**src/rtl/tlb_pkg.sv**
```systemverilog
package tlb_pkg;
  typedef enum logic [1:0] {
    ACC_READ  = 2'b00,
    ACC_WRITE = 2'b01,
    ACC_FETCH = 2'b10
  } acc_kind_t;
endpackage

```
**src/rtl/tlb_entry.sv**
```systemverilog
module tlb_entry #(
  parameter int VPN_W  = 20,
  parameter int PPN_W  = 20,
  parameter int ASID_W = 8
) (
  input  logic              clk,
  input  logic              rst,
  input  logic              flush,
  input  logic              ref_clear,
  input  logic              set_ref,
  input  logic              wr_en,
  input  logic [VPN_W-1:0]  wr_vpn,
  input  logic [PPN_W-1:0]  wr_ppn,
  input  logic              wr_ro,
  input  logic [ASID_W-1:0] wr_asid,
  input  logic [VPN_W-1:0]  lk_vpn,
  input  logic [ASID_W-1:0] lk_asid,
  output logic              valid_q,
  output logic              ref_q,
  output logic              ro_q,
  output logic [PPN_W-1:0]  ppn_q,
  output logic              match
);
  logic [VPN_W-1:0]  vpn_q;
  logic [ASID_W-1:0] asid_q;

  // Control bits: reset and flush empty the slot; a refill restarts it unreferenced
  always_ff @(posedge clk) begin
    if (rst || flush) begin
      valid_q <= 1'b0;
      ref_q   <= 1'b0;
    end else if (wr_en) begin
      valid_q <= 1'b1;
      ref_q   <= 1'b0;
    end else if (ref_clear) begin
      ref_q   <= 1'b0;
    end else if (set_ref) begin
      ref_q   <= 1'b1;
    end
  end

  // Payload has no reset so it maps to plain fabric registers
  always_ff @(posedge clk) begin
    if (wr_en) begin
      vpn_q  <= wr_vpn;
      asid_q <= wr_asid;
      ppn_q  <= wr_ppn;
      ro_q   <= wr_ro;
    end
  end

  assign match = valid_q && (vpn_q == lk_vpn) && (asid_q == lk_asid);

  a_r6_flush_invalidates: assert property (@(posedge clk) disable iff (rst)
    flush |=> !valid_q);
  a_r4_refill_lands: assert property (@(posedge clk) disable iff (rst)
    (wr_en && !flush) |=> valid_q);
  a_r7_clear_refs: assert property (@(posedge clk) disable iff (rst)
    ref_clear |=> !ref_q);
  a_r7_ref_implies_valid: assert property (@(posedge clk) disable iff (rst)
    ref_q |-> valid_q);
endmodule

```
**src/rtl/tlb_victim.sv**
```systemverilog
module tlb_victim #(
  parameter int ENTRIES = 2,
  localparam int IDX_W = (ENTRIES > 1) ? $clog2(ENTRIES) : 1
) (
  input  logic [ENTRIES-1:0] valid_v,
  input  logic [ENTRIES-1:0] ref_v,
  output logic [IDX_W-1:0]   victim
);
  logic             found_inv, found_cold;
  logic [IDX_W-1:0] inv_idx, cold_idx;

  // Lowest invalid slot first, then lowest unreferenced slot, else slot 0
  always_comb begin
    found_inv  = 1'b0;
    found_cold = 1'b0;
    inv_idx    = '0;
    cold_idx   = '0;
    for (int i = ENTRIES - 1; i >= 0; i--) begin
      if (!valid_v[i]) begin
        found_inv = 1'b1;
        inv_idx   = IDX_W'(i);
      end
      if (!ref_v[i]) begin
        found_cold = 1'b1;
        cold_idx   = IDX_W'(i);
      end
    end
    if (found_inv)       victim = inv_idx;
    else if (found_cold) victim = cold_idx;
    else                 victim = '0;
  end
endmodule

```
**src/rtl/tlb_tagged.sv**
```systemverilog
module tlb_tagged #(
  parameter int ENTRIES = 2,
  parameter int VPN_W   = 20,
  parameter int PPN_W   = 20,
  parameter int ASID_W  = 8,
  parameter int OFF_W   = 12,
  localparam int VA_W  = VPN_W + OFF_W,
  localparam int PA_W  = PPN_W + OFF_W,
  localparam int IDX_W = (ENTRIES > 1) ? $clog2(ENTRIES) : 1
) (
  input  logic              clk,
  input  logic              rst,
  input  logic              lk_valid,
  input  logic [VA_W-1:0]   lk_vaddr,
  input  logic [1:0]        lk_kind,
  input  logic [ASID_W-1:0] lk_asid,
  output logic              lk_hit,
  output logic [PA_W-1:0]   lk_paddr,
  output logic              lk_fault,
  output logic              refill_req,
  input  logic              rf_valid,
  input  logic [VPN_W-1:0]  rf_vpn,
  input  logic [PPN_W-1:0]  rf_ppn,
  input  logic              rf_ro,
  input  logic [ASID_W-1:0] rf_asid,
  input  logic              flush,
  input  logic              ref_clear
);
  import tlb_pkg::*;

  logic [ENTRIES-1:0] valid_v, ref_v, ro_v, match_v, set_ref_v, wr_v;
  logic [PPN_W-1:0]   ppn_a [ENTRIES];
  logic [IDX_W-1:0]   victim, sel;
  logic               any_match, is_write;
  logic [VPN_W-1:0]   lk_vpn;

  assign lk_vpn   = lk_vaddr[VA_W-1:OFF_W];
  assign is_write = (lk_kind == ACC_WRITE);

  tlb_victim #(.ENTRIES(ENTRIES)) u_victim (
    .valid_v (valid_v),
    .ref_v   (ref_v),
    .victim  (victim)
  );

  generate
    for (genvar g = 0; g < ENTRIES; g++) begin : g_slot
      assign wr_v[g]      = rf_valid && !flush && (victim == IDX_W'(g));
      assign set_ref_v[g] = lk_hit && (sel == IDX_W'(g));
      tlb_entry #(.VPN_W(VPN_W), .PPN_W(PPN_W), .ASID_W(ASID_W)) u_entry (
        .clk       (clk),
        .rst       (rst),
        .flush     (flush),
        .ref_clear (ref_clear),
        .set_ref   (set_ref_v[g]),
        .wr_en     (wr_v[g]),
        .wr_vpn    (rf_vpn),
        .wr_ppn    (rf_ppn),
        .wr_ro     (rf_ro),
        .wr_asid   (rf_asid),
        .lk_vpn    (lk_vpn),
        .lk_asid   (lk_asid),
        .valid_q   (valid_v[g]),
        .ref_q     (ref_v[g]),
        .ro_q      (ro_v[g]),
        .ppn_q     (ppn_a[g]),
        .match     (match_v[g])
      );
    end
  endgenerate

  // Lowest matching slot is the one used
  always_comb begin
    any_match = 1'b0;
    sel       = '0;
    for (int i = ENTRIES - 1; i >= 0; i--) begin
      if (match_v[i]) begin
        any_match = 1'b1;
        sel       = IDX_W'(i);
      end
    end
  end

  always_comb begin
    lk_fault   = lk_valid && any_match && ro_v[sel] && is_write;
    lk_hit     = lk_valid && any_match && !lk_fault;
    refill_req = lk_valid && !any_match;
    lk_paddr   = lk_hit ? {ppn_a[sel], lk_vaddr[OFF_W-1:0]} : '0;
  end

  a_r2_offset_passes: assert property (@(posedge clk) disable iff (rst)
    lk_hit |-> (lk_paddr[OFF_W-1:0] == lk_vaddr[OFF_W-1:0]));
  a_r3_miss_no_hit: assert property (@(posedge clk) disable iff (rst)
    refill_req |-> (!lk_hit && !lk_fault && lk_paddr == '0));
  a_r9_fault_blocks: assert property (@(posedge clk) disable iff (rst)
    lk_fault |-> (!lk_hit && !refill_req && lk_paddr == '0 && is_write));
  a_r6_flush_empties: assert property (@(posedge clk) disable iff (rst)
    flush |=> (!lk_hit && !lk_fault));
  a_r10_idle_quiet: assert property (@(posedge clk) disable iff (rst)
    !lk_valid |-> (!lk_hit && !lk_fault && !refill_req));
  a_r8_one_write: assert property (@(posedge clk) disable iff (rst)
    $onehot0(wr_v));
endmodule

```
**config.mk**
```make
export PLATFORM = sky130hd
export DESIGN_NAME = tlb_tagged
export DESIGN_NICKNAME = d
export VERILOG_FILES = /design/src/rtl/tlb_pkg.sv /design/src/rtl/tlb_entry.sv /design/src/rtl/tlb_victim.sv /design/src/rtl/tlb_tagged.sv
export SDC_FILE = /design/constraint.sdc
export NUM_CORES = 1
export LEC_CHECK = 0
export BUFFER_PORTS_ARGS = -buffer_cell sky130_fd_sc_hd__clkbuf_2
export CAP_MARGIN = 20
export CORE_UTILIZATION = 23
export DETAILED_ROUTE_END_ITERATION = 8
export GPL_ROUTABILITY_DRIVEN = 0
export PLACE_DENSITY = 0.4
export SLEW_MARGIN = 20
export SYNTH_ARGS = -nofsm -noshare
export SYNTH_HDL_FRONTEND = slang
export SYNTH_HIERARCHICAL = 1
export SYNTH_SLANG_ARGS = --single-unit
```
**constraint.sdc**
```tcl
create_clock -name clk -period 14.7 [get_ports clk]
set_input_delay 4.41 -clock clk [delete_from_list [all_inputs] [get_ports clk]]
set_output_delay 4.41 -clock clk [all_outputs]
set_load 0.02 [all_outputs]
```
==> results of run 1 <==
[sequential cells by signal, indices dropped and copies added, names as in the netlist]
signal	flops
g_slot.u_entry/ro_q	2
g_slot.u_entry/asid_q	16
g_slot.u_entry/ref_q	2
g_slot.u_entry/valid_q	2
g_slot.u_entry/ppn_q	40
g_slot.u_entry/vpn_q	40
[critical path, delay by kind of cell]
| family | cells | cell delay (ns) |
|---|---|---|
| buffers and inverters | 3 | 0.63 |
| and+or+nand+nor | 6 | 2.05 |
| xor gates and xnor gates | 1 | 0.16 |
[layout make-up]
class	count	area, sq um	area share, %
Tap cell	229	287	5.30
Clock buffer	11	233	4.31
Multi-Input combinational cell	153	1140	21.1
Inverter	3	11.3	0.208
Sequential cell	102	3020	55.9
Timing Repair Buffer	135	686	12.7
Clock inverter	5	26.3	0.486
[cell families after synthesis]
family	Yosys count	share of synthesized area, %
AO/OA/AOI/OAI	4	0.536
XOR/XNOR	56	11.7
buffers and inverters	8	1.13
flip-flops	102	71.9
multiplexers	20	4.76
AND/OR/NAND/NOR	73	9.97
[power groups by stage]
stage | sequential, mW | clock (mW) | combinational [mW]
final | 0.329 | 0.210 | 0.0350
after floorplan | 0.336 | 0 | 0.0136
after CTS | 0.329 | 0.222 | 0.0362
after detailed placement | 0.336 | 0 | 0.0359
after global placement | 0.336 | 0 | 0.0353
after global routing | 0.330 | 0.232 | 0.0389
[layer usage]
metal | wire (microns) | GRT usage [%] | up-vias
li1 | - | - | 1250
met1 | 3790 | 11.3 | 1218
met2 | 4890 | 17.6 | 65
met3 | 532 | 2.94 | 11
met4 | 173 | 5.13 | 0
met5 | 0 | 0 | -
[synthesized netlist by cell type (all sizes together)]
library cell | count | area [sq um]
a21boi | 1 | 7.51
and2 | 12 | 75.1
and3 | 1 | 6.26
and3b | 1 | 8.76
and4b | 2 | 20.0
buf | 5 | 36.3
dfxtp | 4 | 80.1
edfxtp | 98 | 2940
inv | 3 | 11.3
mux2i | 20 | 200
nand2 | 1 | 3.75
nand2b | 2 | 12.5
nand3 | 2 | 10.0
nand4 | 7 | 50.1
nand4b | 1 | 8.76
nand4bb | 1 | 11.3
nor2 | 25 | 93.8
nor3 | 6 | 30.0
nor3b | 1 | 7.51
nor4 | 10 | 75.1
o21ai | 3 | 15.0
or2 | 1 | 6.26
xnor2 | 18 | 158
xor2 | 38 | 333
[stage by stage]
stage | util (%) | hold WS [ns] | cells | instance area, sq um | setup slack (ns)
after floorplan | - | 0.476 | 263 | 4200 | 4.20
after global placement | 28.6 | 0.488 | 622 | 5140 | 3.05
after detailed placement | 28.6 | 0.500 | 622 | 5140 | 2.91
after CTS | 30.1 | 0.509 | 638 | 5400 | 2.90
after global routing | 30.1 | 0.555 | 638 | 5400 | 2.74
final | 30.1 | 0.506 | 638 | 5400 | 3.03
[path summary, 6_finish.rpt]
kind | start | slack [ns] | end
worst max-delay path | lk_vaddr[20] | 3.03 | lk_paddr[5]
worst min-delay path | g_slot[0].u_entry/valid_q | 0.51 | g_slot[0].u_entry/valid_q
worst max register to register | g_slot[0].u_entry/vpn_q[8] | 12.29 | g_slot[0].u_entry/ref_q
worst min register to register | g_slot[0].u_entry/valid_q | 0.51 | g_slot[0].u_entry/valid_q
==> reports/summary.txt, run 1 <==
RSZ-0062 raised after global routing = false
CTS tree = yes
drt wl/cell = 14.7 microns
critical path data arrival time = 7.26 ns
largest net degree at the start of global routing = 28
via count = 2544
Seq cells post-synth = 102
drt pass-1 iters = 4
sequential-to-total area share from yosys stat = 71.9%
post-CTS setup buffer count = 0
outcome = complete, no violations
leading cell type in the layout, fill and taps excluded = clkbuf_2
die area = 0.0188 sq mm
vias in the first global route = 2650
total CTS buffers = 9
WHS Path Cells = 2
Cell variety after synth = 29
Pint = 0.457 mW
Sum Neg Setup Slack = 0 ns
Max Fclk = 85.7 MHz
Max Fanout on Critical Path = 21
most frequent cells in the layout = clkbuf_2 (131), edfxtp_1 (98), xor2_1 (38), nor2_1 (25), mux2i_1 (20)
post_cts resized = 0
Comb power frac = 6.1%
CP cell instances = clkbuf_2, xor2_1, nor4_1, nand4_1, nor4_2, nand4bb_1, nand4_2, inv_2, and2_1, clkbuf_2
min cycle time layout = 11.67 ns
power share of the clock group = 36.6%
total chip power = 0.574 mW
Clock Skews = 0.00544 ns
diode count = 0
PwrDens = 106 mW/mm^2
drt total wl = 9390 microns
Total GRT Usage = 10.2%
critical path's largest stage delay = 0.54 ns
drt first-iter violations = 65
Startpoint Class = input port
CP most frequent cell = clkbuf_2
fraction of layout cells with a size suffix above 1 = 37.7%
HP Class = register to register
Seq pwr share = 57.3%
DRC violations left = 0
fillers = 1840
post-synth net total = 360
Setup CP Type = input port to output pin
GRT overflow = 0
first-pass GRT wire length = 13700 microns
Yosys warnings = 6
Reg2Reg Depth = 8
CTS H-tree depth = 3
Syn Area/Cell = 16.0 sq um
chip height = 137 microns
Row Count = 49
CP max-delay cell = nand4_2
Leak Pwr = 2.19 nW
Slew Limit Fails = 0
slew margin rel. = 55.0%
vias per cell = 3.99
CP endpoint kind = output pin
final HPWL from detailed placement = 6810 microns
worst-margin pin slew = 0.675 ns
core area = 0.0180 sq mm
Syn Inst Count = 263
clk sinks = 102
period utilisation layout = 79.4%
area grow syn2layout = 28.6%
number of antenna violations at the first check in global routing = 0
Post-CTS Hold Fix Bufs = 0
Ports = 132
Die X = 137 microns
max-cap violation count = 0
Max IR drop VDD = 49.4 uV
Switching Fraction = 20.4%
clk slew on worst S/H paths = 0.06 ns
Hold Fails Final Rpt = 0
nets = 501
CTS Buffer Depth = 2
Port Buffers = 131
Syn Std Cell Area = 0.00420 sq mm
Root Buffer = clkbuf_16
worst endpoint required time = 10.29 ns
Worst-Skew Late Latency = 0.34 ns
# setup viols final = 0
effective utilization at floorplan = 23.4%
Final ANT Viol Nets = 0
sw power = 0.117 mW
No activity file was read; power rests on OpenSTA's default activity.
==> run 2, diff against run 1 <==
--- a/config.mk
+++ b/config.mk
@@ -5,12 +5,13 @@
 export SDC_FILE = /design/constraint.sdc
 export NUM_CORES = 1
 export LEC_CHECK = 0
+export ABC_AREA = 1
 export BUFFER_PORTS_ARGS = -buffer_cell sky130_fd_sc_hd__clkbuf_2
 export CAP_MARGIN = 20
 export CORE_UTILIZATION = 23
 export DETAILED_ROUTE_END_ITERATION = 8
 export GPL_ROUTABILITY_DRIVEN = 0
-export PLACE_DENSITY = 0.4
+export PLACE_DENSITY = 0.39
 export SLEW_MARGIN = 20
 export SYNTH_ARGS = -nofsm -noshare
 export SYNTH_HDL_FRONTEND = slang
==> constraint.sdc (replaced) <==
create_clock -name clk -period 11.1 [get_ports clk]
set_input_delay 3.33 -clock clk [delete_from_list [all_inputs] [get_ports clk]]
set_output_delay 3.33 -clock clk [all_outputs]
set_load 0.02 [all_outputs]
==> run 2 against run 1 <==
  * Utilization fell by 0.50 points
  * Power rose by 42%
  * Cell count rose by 56%
  * Die area rose by 17%
  * Global-route usage rose by 0.62 points
  * Clock power rose by 53%
  * Count of clock-buffer cells in the layout fell by 2
  * Sequential power rose by 33%
  * Largest power group unchanged
==> reports/summary.txt, run 2 <==
Cell variety after synth = 19
Row Count = 53
cell family with most CP delay = simple AND/OR/NAND/NOR gates
CTS Buffer Depth = 2
nets = 811
final HPWL from detailed placement = 8500 microns
CP most frequent cell = nand2_1
Post-CTS Hold Fix Bufs = 0
critical path data arrival time = 5.90 ns
Sum Neg Setup Slack = 0 ns
drt wl/cell = 11.6 microns
drt total wl = 11500 microns
Post-synth EDFFs = 98
CP Launch Point = lk_vaddr[17]
Max Fclk = 108 MHz
worst endpoint required time = 7.77 ns
effective utilization at floorplan = 23.4%
period utilisation layout = 83.2%
CP endpoint kind = output pin
CP max-delay cell = inv_1
diode count = 0
Port Buffers = 131
drt pass-1 iters = 4
RR Startpoint = g_slot[1].u_entry/vpn_q[5]
CTS tree = yes
met2 GRT Util = 18.8%
slew margin rel. = 48.6%
fraction of layout cells with a size suffix above 1 = 22.8%
max-cap violation count = 0
Seq cells post-synth = 102
top-count cell post-synth = nand2_1
worst path bufs/invs = 5
vias in the first global route = 3698
Setup CP Type = input port to output pin
PwrDens = 132 mW/mm^2
Startpoint Class = input port
outcome = complete, no violations
total CTS buffers = 9
setup ws final = 1.87 ns
Syn Std Cell Area = 0.00491 sq mm
chip height = 148 microns
Clock Skews = 0.00933 ns
Ports = 132
Syn Inst Count = 576
most area-hungry cell type in the Yosys netlist = edfxtp_1
HP Start = g_slot[0].u_entry/ref_q
Synth Flop Type = edfxtp_1
most frequent cells in the layout = nand2_1 (219), inv_1 (136), clkbuf_2 (131), edfxtp_1 (98), nor2_1 (83)
biggest regs = g_slot.u_entry/ppn_q x40, g_slot.u_entry/vpn_q x40, g_slot.u_entry/asid_q x16
area grow syn2layout = 26.2%
clk sinks = 102
Slew Limit Fails = 0
largest net degree at the start of global routing = 52
CTS H-tree depth = 3
Syn Area/Cell = 8.53 sq um
Root Buffer = clkbuf_16
core area = 0.0210 sq mm
GRT overflow = 0
fraction of registers with async set/reset = 0%
first-pass GRT wire length = 17900 microns
min cycle time layout = 9.23 ns
RSZ-0062 raised after global routing = false
Worst-Skew Late Latency = 0.36 ns
via count = 3738
critical path's largest stage delay = 0.65 ns
area share of the largest cell type after synthesis = 59.9%
post-synth net total = 673
GRT Max-Usage Layer = met2
met1 Track Usage GR = 12.7%
pre-CTS setup slack = 1.69 ns
Max IR drop VDD = 69.6 uV
DRC violations left = 0
post-CTS setup buffer count = 0
Leak Pwr = 3.19 nW
GR Layer Usage met3 = 2.73%
HP Class = register to register
# setup viols final = 0
Hold Fails Final Rpt = 0
sequential-to-total area share from yosys stat = 61.6%
Die X = 148 microns
CP cell instances = clkbuf_2, inv_1, nand2_1, nand2_1, nor2_1, nand2_1, nor2_1, nand2_1, nor2_1, nand2_2, inv_1, nand2_1, nand2_1, inv_1, nor2_1, clkbuf_2
Area contributors post-synth = edfxtp_1 (60%), nand2_1 (17%), inv_1 (10%)
Yosys warnings = 6
drt first-iter violations = 99
Final ANT Viol Nets = 0
Max Fanout on Critical Path = 23
leading cell type in the layout, fill and taps excluded = nand2_1
synth cell count leaders = nand2_1 (219), inv_1 (136), edfxtp_1 (98), nor2_1 (83)
post_cts resized = 0
clk slew on worst S/H paths = 0.07 ns
worst-margin pin slew = 0.771 ns
vias per cell = 3.76
die area = 0.0219 sq mm
Total GRT Usage = 10.8%
number of antenna violations at the first check in global routing = 0
==> run 2: changes by cell type after synthesis, moves of 12 or more <==
cell     before  now
inv_1         2  136
mux2i_1      20    0
nor2_1       25   83
and2_1       12    0
xor2_1       38    0
nand2_1       1  219
xnor2_1      18    2
==> run 2: through the flow <==
step | std cells | power (mW) | util [%] | hold WS [ns] | area (sq um)
CTS | 994 | 0.831 | 29.6 | 0.503 | 6200
global route | 994 | 0.852 | 29.6 | 0.530 | 6200
detailed placement | 978 | 0.504 | 28.1 | 0.494 | 5880
finish | 994 | 0.815 | 29.6 | 0.500 | 6200
floorplan | 576 | 0.472 | - | 0.474 | 4910
global placement | 978 | 0.503 | 28.1 | 0.489 | 5880
==> run 2: report_power, final <==
part / switching (mW) / total (mW) / leakage, nW / internal [mW]
clock: 0.160 / 0.322 / 0.152 / 0.162
sequential: 0.00330 / 0.436 / 0.932 / 0.433
combinational: 0.0336 / 0.0576 / 2.10 / 0.0240
total: 0.197 / 0.815 / 3.19 / 0.619
==> run 2: layer usage <==
metal | vias to the layer above | share of wire (%)
met1 | 1668 | 44
li1 | 1991 | -
met5 | - | 0
met3 | 12 | 4.4
met4 | 0 | 1.9
met2 | 67 | 50
==> run 2: cell type report <==
class,count,area [sq um]
Sequential cell,102,3020
Tap cell,275,344
Clock inverter,7,88.8
Clock buffer,9,225
Fill cell,2296,14800
Timing Repair Buffer,134,678
Inverter,136,510
Multi-Input combinational cell,331,1330
==> run 2: cell families after synthesis <==
| family | count (synthesis) | share of synthesized area [%] |
|---|---|---|
| AND/OR/NAND/NOR | 322 | 25.7 |
| buffers and inverters | 143 | 11.6 |
| flip-flops | 102 | 61.6 |
| AO/OA/AOI/OAI | 7 | 0.815 |
| XOR/XNOR | 2 | 0.357 |
==> run 2: path summary, 6_finish.rpt <==
| kind | end | slack, ns | cells past startpoint |
|---|---|---|---|
| worst max register to register | g_slot[0].u_entry/ref_q | 8.44 | 12 |
| worst min register to register | g_slot[0].u_entry/ref_q | 0.50 | 2 |
| worst min-delay path | g_slot[0].u_entry/ref_q | 0.50 | 2 |
| worst max-delay path | lk_paddr[30] | 1.87 | 16 |
==> run 2: worst register-to-register path, delay by kind of cell, from the launching register on <==
kind | cells | cell delay (ns)
simple gates | 11 | 1.45
buf+inv | 1 | 0.66
flops | 1 | 0.41
==> run 3, diff against run 2 <==
--- a/config.mk
+++ b/config.mk
@@ -11,7 +11,7 @@
 export CORE_UTILIZATION = 23
 export DETAILED_ROUTE_END_ITERATION = 8
 export GPL_ROUTABILITY_DRIVEN = 0
-export PLACE_DENSITY = 0.39
+export PLACE_DENSITY = 0.41
 export SLEW_MARGIN = 20
 export SYNTH_ARGS = -nofsm -noshare
 export SYNTH_HDL_FRONTEND = slang
==> constraint.sdc (replaced) <==
create_clock -name clk -period 8 [get_ports clk]
set_input_delay 2.4 -clock clk [delete_from_list [all_inputs] [get_ports clk]]
set_output_delay 2.4 -clock clk [all_outputs]
set_load 0.02 [all_outputs]
==> run 3 against run 2 <==
  * Critical path depth increased by 1
  * Power increased by 40%
  * Combinational power increased by 37%
  * Die area unchanged
  * Sequential cell count unchanged
  * Cell area about the same
  * Register-to-register slack got worse by 3.0 ns
  * Non-clock buffer count unchanged
  * Largest power group unchanged
==> reports/summary.txt, run 3 (same netlist as run 2, synthesis figures left out) <==
outcome = complete, no violations
most frequent cells in the layout = nand2_1 (219), inv_1 (136), clkbuf_2 (131), edfxtp_1 (98), nor2_1 (83)
Startpoint Class = input port
Total GRT Usage = 10.6%
worst path bufs/invs = 4
critical path data arrival time = 4.56 ns
critical path's largest stage delay = 0.31 ns
leading cell type in the layout, fill and taps excluded = nand2_1
Port Buffers = 131
final hold slack = 0.499 ns
DRC violations left = 0
core area = 0.0210 sq mm
post_cts resized = 0
nets = 811
post-CTS setup buffer count = 0
power share of the clock group = 40.2%
r2r setup slk = 5.47 ns
period utilisation layout = 87.0%
Seq pwr share = 52.9%
sw power = 0.259 mW
vias in the first global route = 3367
slew margin rel. = 48.2%
total CTS buffers = 9
HP Class = register to register
worst endpoint required time = 5.60 ns
PwrDens = 185 mW/mm^2
Post-CTS Hold Fix Bufs = 0
clk slew on worst S/H paths = 0.07 ns
Sum Neg Setup Slack = 0 ns
CP cell instances = clkbuf_2, nor2_1, nor2_1, nor2_1, nand2_1, nor2_1, nand2_1, nor2_1, inv_1, nand2_2, buf_4, nand2_1, nand2_1, nand2_2, nand2_4, nor2_1, clkbuf_2
Pint = 0.885 mW
Max Fanout on Critical Path = 35
number of antenna violations at the first check in global routing = 1
vias per cell = 3.67
total chip power = 1.14 mW
drt pass-1 iters = 4
Slew Limit Fails = 0
diode count = 0
Hold Fails Final Rpt = 0
CP most frequent cell = nor2_1
Max IR drop VDD = 87.0 uV
first-pass GRT wire length = 17300 microns
effective utilization at floorplan = 23.4%
Die X = 148 microns
Final ANT Viol Nets = 0
GRT overflow = 0
final HPWL from detailed placement = 7920 microns
chip height = 148 microns
drt first-iter violations = 102
max-cap violation count = 0
largest net degree at the start of global routing = 52
Worst-Skew Late Latency = 0.35 ns
drt total wl = 11100 microns
Row Count = 53
Leak Pwr = 3.19 nW
via count = 3645
drt wl/cell = 11.1 microns
Root Buffer = clkbuf_16
min cycle time layout = 6.96 ns
die area = 0.0219 sq mm
clk sinks = 102
CTS tree = yes
Setup CP Type = input port to output pin
cell family with most CP delay = simple AND/OR/NAND/NOR gates
# setup viols final = 0
Max Fclk = 144 MHz
CP endpoint kind = output pin
RSZ-0062 raised after global routing = false
CTS Buffer Depth = 2
Ports = 132
CP max-delay cell = nand2_4
Switching Fraction = 22.7%
area grow syn2layout = 26.2%
biggest regs = g_slot.u_entry/ppn_q x40, g_slot.u_entry/vpn_q x40, g_slot.u_entry/asid_q x16
CTS H-tree depth = 3
Comb power frac = 6.9%
Clock Skews = 0.00921 ns
fraction of layout cells with a size suffix above 1 = 22.8%
worst-margin pin slew = 0.778 ns
==> run 3: layer usage <==
layer  GRT usage, %  vias up  wire length (microns)
met4           2.47        2                     99
met1           13.1     1578                   5200
met2           17.2       66                   5070
met5              0        -                     13
li1               -     1991                      -
met3           4.08        8                    691
==> run 3: power by group through the flow <==
stage	clock, mW	combinational, mW	sequential [mW]
after global placement	0	0.0803	0.617
after global routing	0.502	0.0915	0.607
final	0.460	0.0789	0.605
after floorplan	0	0.0374	0.618
after detailed placement	0	0.0804	0.617
after CTS	0.482	0.0808	0.605
==> run 3: stage by stage <==
stage                     util [%]  std cells  cell area (sq um)  worst slack [ns]
final                         29.6        994               6200              1.04
after CTS                     29.6        994               6200             0.913
after global routing          29.6        994               6200             0.679
after detailed placement      28.1        978               5880             0.911
after floorplan                  -        576               4910              1.31
after global placement        28.1        978               5880             0.889
==> run 3: path summary, 6_finish.rpt <==
path,start,endpoint,cells past startpoint
worst max-delay path,lk_vaddr[30],lk_paddr[16],17
worst min-delay path,g_slot[0].u_entry/ref_q,g_slot[0].u_entry/ref_q,2
worst min register to register,g_slot[0].u_entry/ref_q,g_slot[0].u_entry/ref_q,2
worst max register to register,g_slot[0].u_entry/vpn_q[18],g_slot[0].u_entry/ref_q,17
==> run 3: layout make-up <==
class / instances / area (sq um)
fillers: 2299 / 14800
flip-flops and latches: 102 / 3020
multi-input cells: 331 / 1330
repair buffers: 134 / 678
inverters: 136 / 510
well taps: 275 / 344
clock buffers: 9 / 225
clock inverters: 7 / 87.6
==> run 3: tightest hold or removal path, stage by stage (launching register included) <==
cell and delay (ns):
dfxtp_1 0.31, nor2_1 0.10, nor4_1 0.05
